$ cat src/rtl/irq_router_pkg.sv
`timescale 1ns/1ps
package irq_router_pkg;

    localparam logic [3:0]  MT_LEGACY_EXTINT = 4'b1110;
    localparam logic [3:0]  MT_LEGACY_NMI    = 4'b1011;
    localparam logic [3:0]  MT_EOI           = 4'b0111;
    localparam logic [2:0]  MT_EOI_LOW       = 3'b111;
    localparam logic [39:0] ACK_WINDOW_BASE  = 40'hFD_F900_0000;
    localparam logic [3:0]  ACK_BYTEMASK     = 4'b0001;

    typedef enum logic [1:0] {
        ACK_IDLE,
        ACK_ISSUE,
        ACK_WAIT,
        ACK_RETURN
    } ack_state_e;

    typedef enum logic [1:0] {
        CLS_DROP,
        CLS_FWD,
        CLS_PIN_INTR,
        CLS_PIN_NMI
    } msg_class_e;

endpackage

$ cat src/rtl/irq_msg_classify.sv
`timescale 1ns/1ps
module irq_msg_classify
    import irq_router_pkg::*;
(
    input  logic       valid,
    input  logic [3:0] mtype,
    output msg_class_e cls
);

    always_comb begin
        cls = CLS_DROP;
        if (valid) begin
            unique case (mtype[3])
                1'b0: cls = (mtype[2:0] == MT_EOI_LOW) ? CLS_DROP : CLS_FWD;
                1'b1: begin
                    if (mtype == MT_LEGACY_EXTINT)   cls = CLS_PIN_INTR;
                    else if (mtype == MT_LEGACY_NMI) cls = CLS_PIN_NMI;
                    else                             cls = CLS_DROP;
                end
                default: cls = CLS_DROP;
            endcase
        end
    end

endmodule

$ cat src/rtl/irq_nmi_pulser.sv
`timescale 1ns/1ps
module irq_nmi_pulser #(
    parameter int OWED_W = 3
) (
    input  logic clk,
    input  logic rst_n,
    input  logic hit,
    output logic nmi
);

    localparam logic [OWED_W:0] OWED_MAX = {1'b0, {OWED_W{1'b1}}};

    logic [OWED_W-1:0] owed_q;
    logic              nmi_q;
    logic [OWED_W:0]   total;
    logic [OWED_W:0]   total_dec;

    always_comb begin
        total = {1'b0, owed_q} + {{OWED_W{1'b0}}, hit};
        if (total > OWED_MAX) total = OWED_MAX;
        total_dec = total - 1'b1;
    end

    always_ff @(posedge clk or negedge rst_n) begin
        if (!rst_n) begin
            owed_q <= '0;
            nmi_q  <= 1'b0;
        end else if (!nmi_q && (total != '0)) begin
            nmi_q  <= 1'b1;
            owed_q <= total_dec[OWED_W-1:0];
        end else begin
            nmi_q  <= 1'b0;
            owed_q <= total[OWED_W-1:0];
        end
    end

    assign nmi = nmi_q;


    nmi_gap_chk: assert property (@(posedge clk) disable iff (!rst_n)
        nmi_q |=> !nmi_q);

endmodule

$ cat src/rtl/irq_ack_fsm.sv
`timescale 1ns/1ps
module irq_ack_fsm
    import irq_router_pkg::*;
#(
    parameter int ADDR_W = 40,
    parameter int VEC_W  = 8
) (
    input  logic              clk,
    input  logic              rst_n,
    input  logic              inta_req,
    input  logic              rsp_valid,
    input  logic [VEC_W-1:0]  rsp_data,
    output logic              rd_req_valid,
    output logic [ADDR_W-1:0] rd_req_addr,
    output logic [3:0]        rd_req_bytemask,
    output logic              inta_done,
    output logic [VEC_W-1:0]  inta_vector,
    output logic              vector_taken
);

    ack_state_e       state_q, state_d;
    logic [VEC_W-1:0] vec_q;

    always_comb begin
        state_d = state_q;
        unique case (state_q)
            ACK_IDLE:   if (inta_req)  state_d = ACK_ISSUE;
            ACK_ISSUE:                 state_d = ACK_WAIT;
            ACK_WAIT:   if (rsp_valid) state_d = ACK_RETURN;
            ACK_RETURN:                state_d = ACK_IDLE;
            default:                   state_d = ACK_IDLE;
        endcase
    end

    always_ff @(posedge clk or negedge rst_n) begin
        if (!rst_n) state_q <= ACK_IDLE;
        else        state_q <= state_d;
    end

    always_ff @(posedge clk or negedge rst_n) begin
        if (!rst_n)                                vec_q <= '0;
        else if (state_q == ACK_WAIT && rsp_valid) vec_q <= rsp_data;
    end

    always_comb begin
        rd_req_valid    = 1'b0;
        rd_req_addr     = '0;
        rd_req_bytemask = '0;
        inta_done       = 1'b0;
        inta_vector     = '0;
        vector_taken    = 1'b0;
        unique case (state_q)
            ACK_ISSUE: begin
                rd_req_valid    = 1'b1;
                rd_req_addr     = ADDR_W'(ACK_WINDOW_BASE);
                rd_req_bytemask = ACK_BYTEMASK;
            end
            ACK_WAIT:   vector_taken = rsp_valid;
            ACK_RETURN: begin
                inta_done   = 1'b1;
                inta_vector = vec_q;
            end
            default: ;
        endcase
    end


    single_read_chk: assert property (@(posedge clk) disable iff (!rst_n)
        rd_req_valid |=> !rd_req_valid);


    no_read_while_busy_chk: assert property (@(posedge clk) disable iff (!rst_n)
        (state_q != ACK_IDLE) |=> !rd_req_valid);


    done_pulse_chk: assert property (@(posedge clk) disable iff (!rst_n)
        inta_done |=> !inta_done);


    stray_rsp_chk: assert property (@(posedge clk) disable iff (!rst_n)
        (state_q == ACK_IDLE) |=> !inta_done);

endmodule

$ cat src/rtl/irq_path_router.sv
`timescale 1ns/1ps
module irq_path_router
    import irq_router_pkg::*;
#(
    parameter int DEST_W     = 8,
    parameter int VEC_W      = 8,
    parameter int ADDR_W     = 40,
    parameter int NMI_OWED_W = 3
) (
    input  logic              clk,
    input  logic              rst_n,
    input  logic              msg_valid,
    input  logic [3:0]        msg_type,
    input  logic [VEC_W-1:0]  msg_vector,
    input  logic              msg_dest_logical,
    input  logic              msg_eoi_req,
    input  logic [DEST_W-1:0] msg_dest,
    input  logic              cpu_eoi_valid,
    input  logic [VEC_W-1:0]  cpu_eoi_vector,
    input  logic              cpu_inta_req,
    input  logic              rd_rsp_valid,
    input  logic [VEC_W-1:0]  rd_rsp_data,
    output logic              cpu_intr,
    output logic              cpu_nmi,
    output logic              cpu_inta_done,
    output logic [VEC_W-1:0]  cpu_inta_vector,
    output logic              fwd_valid,
    output logic [3:0]        fwd_type,
    output logic [VEC_W-1:0]  fwd_vector,
    output logic              fwd_dest_logical,
    output logic              fwd_eoi_req,
    output logic [DEST_W-1:0] fwd_dest,
    output logic              rd_req_valid,
    output logic [ADDR_W-1:0] rd_req_addr,
    output logic [3:0]        rd_req_bytemask
);

    msg_class_e       cls;
    logic             vector_taken;
    logic             intr_q;
    logic             eoi_pend_q;
    logic [VEC_W-1:0] eoi_pend_vec_q;

    irq_msg_classify u_classify (
        .valid (msg_valid),
        .mtype (msg_type),
        .cls   (cls)
    );

    irq_nmi_pulser #(.OWED_W(NMI_OWED_W)) u_nmi (
        .clk   (clk),
        .rst_n (rst_n),
        .hit   (cls == CLS_PIN_NMI),
        .nmi   (cpu_nmi)
    );

    irq_ack_fsm #(.ADDR_W(ADDR_W), .VEC_W(VEC_W)) u_ack (
        .clk             (clk),
        .rst_n           (rst_n),
        .inta_req        (cpu_inta_req),
        .rsp_valid       (rd_rsp_valid),
        .rsp_data        (rd_rsp_data),
        .rd_req_valid    (rd_req_valid),
        .rd_req_addr     (rd_req_addr),
        .rd_req_bytemask (rd_req_bytemask),
        .inta_done       (cpu_inta_done),
        .inta_vector     (cpu_inta_vector),
        .vector_taken    (vector_taken)
    );

    // INTR virtual wire: a new request wins over the clear
    always_ff @(posedge clk or negedge rst_n) begin
        if (!rst_n)                  intr_q <= 1'b0;
        else if (cls == CLS_PIN_INTR) intr_q <= 1'b1;
        else if (vector_taken)        intr_q <= 1'b0;
    end
    assign cpu_intr = intr_q;

    // Forward path: fabric messages first, EOI takes the next free slot
    always_ff @(posedge clk or negedge rst_n) begin
        if (!rst_n) begin
            fwd_valid        <= 1'b0;
            fwd_type         <= '0;
            fwd_vector       <= '0;
            fwd_dest_logical <= 1'b0;
            fwd_eoi_req      <= 1'b0;
            fwd_dest         <= '0;
            eoi_pend_q       <= 1'b0;
            eoi_pend_vec_q   <= '0;
        end else begin
            fwd_valid <= 1'b0;
            if (cls == CLS_FWD) begin
                fwd_valid        <= 1'b1;
                fwd_type         <= msg_type;
                fwd_vector       <= msg_vector;
                fwd_dest_logical <= msg_dest_logical;
                fwd_eoi_req      <= msg_eoi_req;
                fwd_dest         <= msg_dest;
                if (cpu_eoi_valid) begin
                    eoi_pend_q     <= 1'b1;
                    eoi_pend_vec_q <= cpu_eoi_vector;
                end
            end else if (eoi_pend_q || cpu_eoi_valid) begin
                fwd_valid        <= 1'b1;
                fwd_type         <= MT_EOI;
                fwd_vector       <= eoi_pend_q ? eoi_pend_vec_q : cpu_eoi_vector;
                fwd_dest_logical <= 1'b0;
                fwd_eoi_req      <= 1'b0;
                fwd_dest         <= '1;
                eoi_pend_q       <= eoi_pend_q && cpu_eoi_valid;
                eoi_pend_vec_q   <= cpu_eoi_vector;
            end
        end
    end


    intr_rise_chk: assert property (@(posedge clk) disable iff (!rst_n)
        $rose(cpu_intr) |-> $past(msg_valid && msg_type == MT_LEGACY_EXTINT));


    fwd_low_space_chk: assert property (@(posedge clk) disable iff (!rst_n)
        fwd_valid |-> !fwd_type[3]);


    eoi_code_drop_chk: assert property (@(posedge clk) disable iff (!rst_n)
        (msg_valid && msg_type[2:0] == MT_EOI_LOW && !cpu_eoi_valid && !eoi_pend_q)
            |=> !fwd_valid);


    intr_hold_chk: assert property (@(posedge clk) disable iff (!rst_n)
        (msg_valid && msg_type == MT_LEGACY_EXTINT) |=> cpu_intr);

endmodule

$ cat config.mk
export PLATFORM = sky130hd
export DESIGN_NAME = irq_path_router
export DESIGN_NICKNAME = d
export VERILOG_FILES = /design/src/rtl/irq_router_pkg.sv /design/src/rtl/irq_msg_classify.sv /design/src/rtl/irq_nmi_pulser.sv /design/src/rtl/irq_ack_fsm.sv /design/src/rtl/irq_path_router.sv
export SDC_FILE = /design/constraint.sdc
export NUM_CORES = 1
export LEC_CHECK = 0
export BUFFER_PORTS_ARGS = -buffer_cell sky130_fd_sc_hd__buf_2
export CORE_ASPECT_RATIO = 1.2
export CORE_MARGIN = 5
export CORE_UTILIZATION = 45
export CTS_CLUSTER_DIAMETER = 150
export DETAILED_ROUTE_END_ITERATION = 10
export PLACE_DENSITY = 0.81
export SKIP_CTS_REPAIR_TIMING = 1
export SLEW_MARGIN = 20
export SYNTH_ARGS = -nofsm -noshare
export SYNTH_HDL_FRONTEND = slang
export SYNTH_SLANG_ARGS = --single-unit
$ cat constraint.sdc
create_clock -name clk -period 2.8 [get_ports clk]
set_clock_uncertainty 0.2 [all_clocks]
set_input_delay 0.84 -clock clk [delete_from_list [all_inputs] [get_ports clk]]
set_output_delay 0.84 -clock clk [all_outputs]
set_load 0.01 [all_outputs]
==> metrics, run 1 <==
Syn Inst Count 276; antenna cells 0; worst hold path class in2async; Detail Route Antenna Nets 0; endpoints failing setup 0; gpl congestion 0.753; pin count of the biggest net entering global routing 35; most frequent cells in the layout buf_2 (92), dfrtp_1 (47), conb_1 (30), nand2_1 (24), a21oi_1 (19); via count 2,108; critical path arrival 2.59 ns; Setup CP Type in2reg; drt first pass iters 4; Post-DP HPWL 4.52 mm; GRT Overall Usage 0.150; drt total wl 5.78 mm; setup slack at placement -0.128 ns; static leakage 1.56 nW; mean post-synth cell area 10.1 um^2; crit end category register; Detailed Route Iter0 Violations 79; DRC 0; vias in the first global route 2,055; minimum clock period 2.59 ns; RSZ-0062 raised after global routing false; GRT Residual Overflow 0; Starting Density 0.461; final total power 2.27 mW; # IOs 123; Sink Count 47; DIE WIDTH 81.7 um; total power per unit cell area 717 nW/um^2; YS warnings 0; f_max 0.387 GHz; die area 7840 um^2; worst-path maximum fanout 4; area of the mapped netlist 2770 um^2; post-route setup TNS 0 ns; Rows 31; core area 6010 um^2; fraction of layout cells with a size suffix above 1 0.385; hold violation count in the final report 0; Worst Max-Slew Pin Slew 0.943 ns; sequential area share after synthesis 0.424; Clock transition at path regs 0.08 ns; VDD IR max 0.290 mV; fin util 0.526; clk_lat worst skew 0.29 ns; status complete, no violations; Final Cycle Share 0.923; WP data required 2.81 ns; Die Y-Extent 96.0 um; Final WS setup 0.215 ns; most common cell after layout, fill and taps aside buf_2; Max Slew Vio Count 0; first-pass GRT wire length 9.23 mm; IO Port Bufs 92; CTS tree done; Hold Slack 0.195 ns; Clock Path Buffers 2; Worst Setup Start Kind input pin; Root Driver clkbuf_8; CTS buffer count 5; initial antenna violation count 1; Cell variety after synth 31; H-tree levels 2; routed length per placed instance 13.4 um; number of nets in the layout 403; #FFs+latches synth 47; vias per cell 4.87; max-cap violation count 0; Area Overhead vs Synth 14.0%; Max-Slew Margin vs Limit 0.371
[metrics by stage]
stage          instances  instance area (um^2)
2_1_floorplan        305                  2880
3_3_place_gp         426                  3060
3_5_place_dp         426                  3060
4_1_cts              433                  3160
5_1_grt              433                  3160
6_report             433                  3160
[power by group]
part           internal (mW)  leakage, nW  total (mW)  switching [mW]
Combinational          0.406        0.974       0.853           0.447
Clock                  0.262       0.0513       0.474           0.212
Sequential             0.844        0.539       0.942          0.0977
Total                   1.51         1.56        2.27           0.756
[worst max-delay path, stage by stage]
cell and delay [ns]:
buf_2 0.10, nand3_1 0.10, nor3_1 0.16, ha_1 0.20
and2_1 0.16, a21oi_1 0.11, ha_1 0.21, ha_1 0.19
nor2_1 0.29, mux2i_1 0.23
[path summary, 6_finish.rpt]
check	cells past startpoint	endpoint	startpoint	slack, ns
setup reg to reg	7	u_nmi.owed_q[2]$_DFF_PN0_	u_nmi.owed_q[0]$_DFF_PN0_	0.70
max in group asynchronous	2	u_ack.vec_q[6]$_DFFE_PN0P_	rst_n	1.62
setup / recovery	10	u_nmi.owed_q[2]$_DFF_PN0_	msg_valid	0.21
min in group clk	1	u_ack.vec_q[0]$_DFFE_PN0P_	u_ack.vec_q[0]$_DFFE_PN0P_	0.30
hold reg to reg	1	u_ack.vec_q[0]$_DFFE_PN0P_	u_ack.vec_q[0]$_DFFE_PN0P_	0.30
hold / removal	1	fwd_vector[5]$_DFFE_PN0P_	rst_n	0.19
[per-layer routing]
layer / up-vias / global-route usage / routed length [um] / share of wire
met5: - / 0 / 11 / 0.0019
met4: 2 / 0.0457 / 48 / 0.0083
met3: 6 / 0.0309 / 451 / 0.078
met2: 74 / 0.278 / 2960 / 0.51
met1: 1011 / 0.171 / 2310 / 0.40
li1: 1015 / - / - / -
[sequential cells by signal, summed over array words and instances (netlist names), 2 cells and up]
register	cells
fwd_vector	8
eoi_pend_vec_q	8
fwd_dest	8
u_nmi.owed_q	3
fwd_type	4
u_ack.state_q	2
u_ack.vec_q	8
[final cells by class]
type / count / area (um^2)
timing repair buffer: 99 / 513
clock inverter: 1 / 30.0
clock buffer: 6 / 72.6
multi-input combinational: 193 / 1250
tap: 82 / 103
inverter: 5 / 18.8
sequential: 47 / 1180
fill: 585 / 2850
[kinds of logic after synthesis]
| kind of cell | synth area share |
|---|---|
| muxes | 0.109 |
| buffers and inverters | 0.165 |
| adders and majority gates | 0.0401 |
| other | 0.00135 |
| AOI/OAI and AO/OA | 0.101 |
| DFF | 0.424 |
| xor gates and xnor gates | 0.00316 |
| and+or+nand+nor | 0.157 |
[synthesized netlist by cell type]
master,number,area share
mux2_2,17,0.069
nand2_1,24,0.032
or2_2,2,0.0045
maj3_2,1,0.0041
o211ai_2,8,0.036
ha_1,8,0.036
dfrtp_1,47,0.42
inv_1,5,0.0068
clkbuf_1,2,0.0027
buf_2,7,0.013
buf_6,4,0.016
and2_1,9,0.020
nor2b_2,1,0.0032
conb_1,1,0.0014
a21oi_1,19,0.034
nor3_1,9,0.016
o21ai_0,10,0.018
nand3_1,4,0.0072
and3_1,2,0.0045
nand4b_1,8,0.025
nand2b_1,1,0.0023
nor2_1,15,0.020
buf_4,46,0.12
mux2i_1,11,0.040
xnor2_1,1,0.0032
nor3b_1,7,0.019
o22a_1,1,0.0032
o21ai_1,2,0.0036
clkbuf_2,1,0.0018
a22oi_1,2,0.0054
nor2_2,1,0.0023
(Power assumes the default switching activity.)
==> run 2, diff against run 1 <==
--- a/config.mk
+++ b/config.mk
@@ -7,7 +7,7 @@
 export LEC_CHECK = 0
 export BUFFER_PORTS_ARGS = -buffer_cell sky130_fd_sc_hd__buf_2
 export CORE_ASPECT_RATIO = 1.2
-export CORE_MARGIN = 5
+export CORE_MARGIN = 8
 export CORE_UTILIZATION = 45
 export CTS_CLUSTER_DIAMETER = 150
 export DETAILED_ROUTE_END_ITERATION = 10
==> constraint.sdc (replaced) <==
create_clock -name clk -period 2.8 [get_ports clk]
set_clock_uncertainty 0.2 [all_clocks]
set_input_delay 0.84 -clock clk [delete_from_list [all_inputs] [get_ports clk]]
set_output_delay 0.84 -clock clk [all_outputs]
set_load 0.02 [all_outputs]
==> metrics, run 2 (synthesized netlist as in run 1, its figures left out) <==
Clock transition at path regs 0.08 ns; worst-path maximum fanout 4; first-pass GRT wire length 9.68 mm; crit end category register; Sink Count 47; hold violation count in the final report 0; fin cells 433; number of nets in the layout 402; fin util 0.522; core area 6010 um^2; Hold Slack 0.283 ns; f_max 0.390 GHz; R2R Path Start u_nmi.owed_q[0]$_DFF_PN0_; Worst path slowest cell nor2_2; H-tree levels 2; GRT Residual Overflow 0; clk_lat worst skew 0.30 ns; Max Slew Vio Count 0; worst hold path class reg2reg; Min-Delay Startpoint u_nmi.nmi$_DFF_PN0_; DIE WIDTH 87.7 um; IO Port Bufs 92; worst reg-to-reg setup slack 0.73 ns; routed length per placed instance 14.1 um; WHS Path Cells 1; Setup CP Type in2reg; most common cell after layout, fill and taps aside buf_2; Detailed Route Iter0 Violations 43; gpl congestion 0.755; max-cap violation count 0; initial antenna violation count 1; Area Overhead vs Synth 13.2%; via count 2,111; status complete, no violations; antenna cells 0; VDD IR max 0.341 mV; Max-Slew Margin vs Limit 0.388; RSZ-0062 raised after global routing false; WP data required 2.82 ns; DRC 0; Final WS setup 0.237 ns; pin count of the biggest net entering global routing 48; vias in the first global route 2,143; CP max stage delay 0.23 ns; most frequent cells in the layout buf_2 (92), dfrtp_1 (47), conb_1 (30), nand2_1 (24), a21oi_1 (19); Buf/Inv on CP 1; Die Y-Extent 102 um; CTS tree done; static leakage 1.56 nW; Post-DP HPWL 4.76 mm; vias per cell 4.88; Post-Place Cells 425; GRT Overall Usage 0.136; Root Driver clkbuf_8; drt total wl 6.10 mm; Final Cycle Share 0.915; critical path arrival 2.58 ns; most frequent cell on the critical path ha_1; Rows 31; cells along the critical path buf_2 > nand3_1 > nor3_1 > ha_1 > and2_1 > a21oi_1 > ha_1 > ha_1 > nor2_2 > mux2i_1; Worst Setup Start Kind input pin; endpoints failing setup 0; Worst Reg-to-Reg Cells 7; Detail Route Antenna Nets 0; WHS Endpoint u_nmi.nmi$_DFF_PN0_; Worst Max-Slew Pin Slew 0.919 ns; Starting Density 0.461; CP top delay family simple AND/OR/NAND/NOR gates; # IOs 123; total power per unit cell area 759 nW/um^2; drt first pass iters 4; setup slack at placement -0.164 ns; minimum clock period 2.56 ns; FF-to-FF End u_nmi.owed_q[1]$_DFF_PN0_; Clock Path Buffers 2; fraction of layout cells with a size suffix above 1 0.390; CTS buffer count 5; post-route setup TNS 0 ns; die area 8940 um^2
==> run 2: area by class of cell <==
| class | instances | area, um^2 |
|---|---|---|
| Multi-Input combinational cell | 193 | 1250 |
| Timing Repair Buffer | 98 | 505 |
| Fill cell | 556 | 2870 |
| Tap cell | 82 | 103 |
| Sequential cell | 47 | 1180 |
| Inverter | 5 | 18.8 |
| Clock inverter | 3 | 15.0 |
| Clock buffer | 5 | 68.8 |
==> run 2: per-layer routing <==
layer  share of wire  up-vias  track usage
li1                -     1011            -
met5          0.0016        -            0
met1            0.39     1007        0.144
met4           0.010        2       0.0411
met3            0.10        7       0.0467
met2            0.50       84        0.247
==> run 2: where the power goes <==
| group | total, mW | leakage (nW) | switching (mW) | internal [mW] |
|---|---|---|---|---|
| sequential | 0.947 | 0.539 | 0.103 | 0.844 |
| clock | 0.395 | 0.0477 | 0.224 | 0.171 |
| combinational | 1.04 | 0.969 | 0.628 | 0.411 |
==> run 2: how the worst max path moves through the flow <==
stage          slack, ns        start  cells after the start                   endpoint
2_1_floorplan       0.22  msg_type[1]                      9  u_nmi.owed_q[1]$_DFF_PN0_
3_3_place_gp      -0.003  msg_type[1]                     10  u_nmi.owed_q[1]$_DFF_PN0_
3_5_place_dp       -0.16  msg_type[1]                     10  u_nmi.owed_q[2]$_DFF_PN0_
4_1_cts             0.14  msg_type[1]                     10  u_nmi.owed_q[2]$_DFF_PN0_
5_1_grt             0.09  msg_type[3]                     10  u_nmi.owed_q[1]$_DFF_PN0_
6_report            0.24  msg_type[1]                     10  u_nmi.owed_q[1]$_DFF_PN0_
==> run 2: per-stage QoR <==
step	area [um^2]	total power, mW
floorplan	2880	1.83
global placement	3050	1.96
detailed placement	3050	2.01
CTS	3140	2.41
global route	3140	2.54
finish	3140	2.38
==> run 3, diff against run 2 <==
--- a/config.mk
+++ b/config.mk
@@ -11,7 +11,7 @@
 export CORE_UTILIZATION = 45
 export CTS_CLUSTER_DIAMETER = 150
 export DETAILED_ROUTE_END_ITERATION = 10
-export PLACE_DENSITY = 0.81
+export PLACE_DENSITY_LB_ADDON = 0.3
 export SKIP_CTS_REPAIR_TIMING = 1
 export SLEW_MARGIN = 20
 export SYNTH_ARGS = -nofsm -noshare
==> metrics, run 3 (synthesized netlist as in run 1, its figures left out) <==
status complete, no violations; Root Driver clkbuf_8; most common cell after layout, fill and taps aside buf_2; Worst path slowest cell nor2_2; Multi-input gate area 1250 um^2; Hold Slack 0.259 ns; Clock transition at path regs 0.09 ns; worst-path maximum fanout 4; worst reg-to-reg setup slack 0.79 ns; max-cap violation count 0; total power per unit cell area 752 nW/um^2; Post-Place Cells 426; # IOs 123; Detailed Route Iter0 Violations 55; most frequent cell on the critical path ha_1; vias per cell 4.78; gpl congestion 0.735; fin cells 434; first-pass GRT wire length 10.1 mm; vias in the first global route 2,111; cells along the critical path buf_2 > nand3_1 > nor3_1 > ha_1 > and2_1 > a21oi_1 > ha_1 > ha_1 > nor2_2 > mux2i_1; H-tree levels 2; crit end category register; fin util 0.526; Starting Density 0.461; Final Cycle Share 0.901; CTS buffer count 5; Setup CP Type in2reg; fraction of layout cells with a size suffix above 1 0.389; Sink Count 47; via count 2,076; RSZ-0062 raised after global routing false; CP max stage delay 0.23 ns; static leakage 1.56 nW; pin count of the biggest net entering global routing 35; Max Slew Vio Count 0; Rows 31; DRC 0; dpl cell area 3070 um^2; drt first pass iters 5; Clock Path Buffers 2; initial antenna violation count 0; DIE WIDTH 87.7 um; Fillers 582; die area 8940 um^2; minimum clock period 2.52 ns; critical path arrival 2.55 ns; VDD IR max 0.376 mV; GRT Residual Overflow 0; antenna cells 0; number of nets in the layout 403; core area 6010 um^2; most frequent cells in the layout buf_2 (92), dfrtp_1 (47), conb_1 (30), nand2_1 (24), a21oi_1 (19); WP data required 2.83 ns; hold violation count in the final report 0; endpoints failing setup 0; f_max 0.396 GHz; GRT Overall Usage 0.141; Worst Max-Slew Pin Slew 0.954 ns; Worst Setup Start Kind input pin; drt total wl 6.18 mm; worst hold path class in2async; Die Y-Extent 102 um; CTS tree done; Reg area 1180 um^2; Area Overhead vs Synth 13.9%; Max-Slew Margin vs Limit 0.364; IO Port Bufs 92; Post-DP HPWL 4.73 mm; Detail Route Antenna Nets 0; clk_lat worst skew 0.30 ns; CP top delay family simple AND/OR/NAND/NOR gates; Buf/Inv on CP 1; final instance area 3160 um^2; routed length per placed instance 14.2 um
run 3: metal layers:
layer / global-route usage / up-vias / routed length (um)
met5: 0 / - / 0
met4: 0.0451 / 0 / 107
met3: 0.0483 / 10 / 654
met2: 0.239 / 93 / 3010
met1: 0.161 / 959 / 2410
li1: - / 1014 / -
run 3: worst paths after layout:
check,from,end,cells past startpoint
worst max-delay path,msg_type[1],u_nmi.owed_q[2]$_DFF_PN0_,10
worst min-delay path,rst_n,u_nmi.nmi$_DFF_PN0_,1
worst max register to register,u_nmi.owed_q[0]$_DFF_PN0_,u_nmi.owed_q[2]$_DFF_PN0_,7
worst min register to register,u_nmi.nmi$_DFF_PN0_,u_nmi.nmi$_DFF_PN0_,1
max in group asynchronous,rst_n,fwd_vector[5]$_DFFE_PN0P_,2
min in group clk,u_nmi.nmi$_DFF_PN0_,u_nmi.nmi$_DFF_PN0_,1
run 3: where the power goes:
part	internal, mW	switching [mW]
clock network	0.175	0.230
logic	0.411	0.622
registers	0.844	0.0967
run 3: worst reg2reg max path: stages (launching register included):
cell and delay [ns]:
dfrtp_1 0.38, ha_1 0.21, ha_1 0.27, a21oi_1 0.05, ha_1 0.19, ha_1 0.21, nor2_2 0.23, mux2i_1 0.20
run 3: final cells by class:
type | instances | area share
Clock inverter | 2 | 0.00396
Sequential cell | 47 | 0.372
Clock buffer | 6 | 0.0230
Tap cell | 82 | 0.0325
Multi-Input combinational cell | 193 | 0.396
Timing Repair Buffer | 99 | 0.166
Inverter | 5 | 0.00594
run 3: through the flow:
step | power, mW | TNS, ns | worst slack, ns
6_report | 2.38 | 0 | 0.276
5_1_grt | 2.56 | 0 | 0.0595
4_1_cts | 2.41 | 0 | 0.165
3_5_place_dp | 2.00 | -0.355 | -0.141
3_3_place_gp | 1.98 | 0 | 0.00617
2_1_floorplan | 1.83 | 0 | 0.218
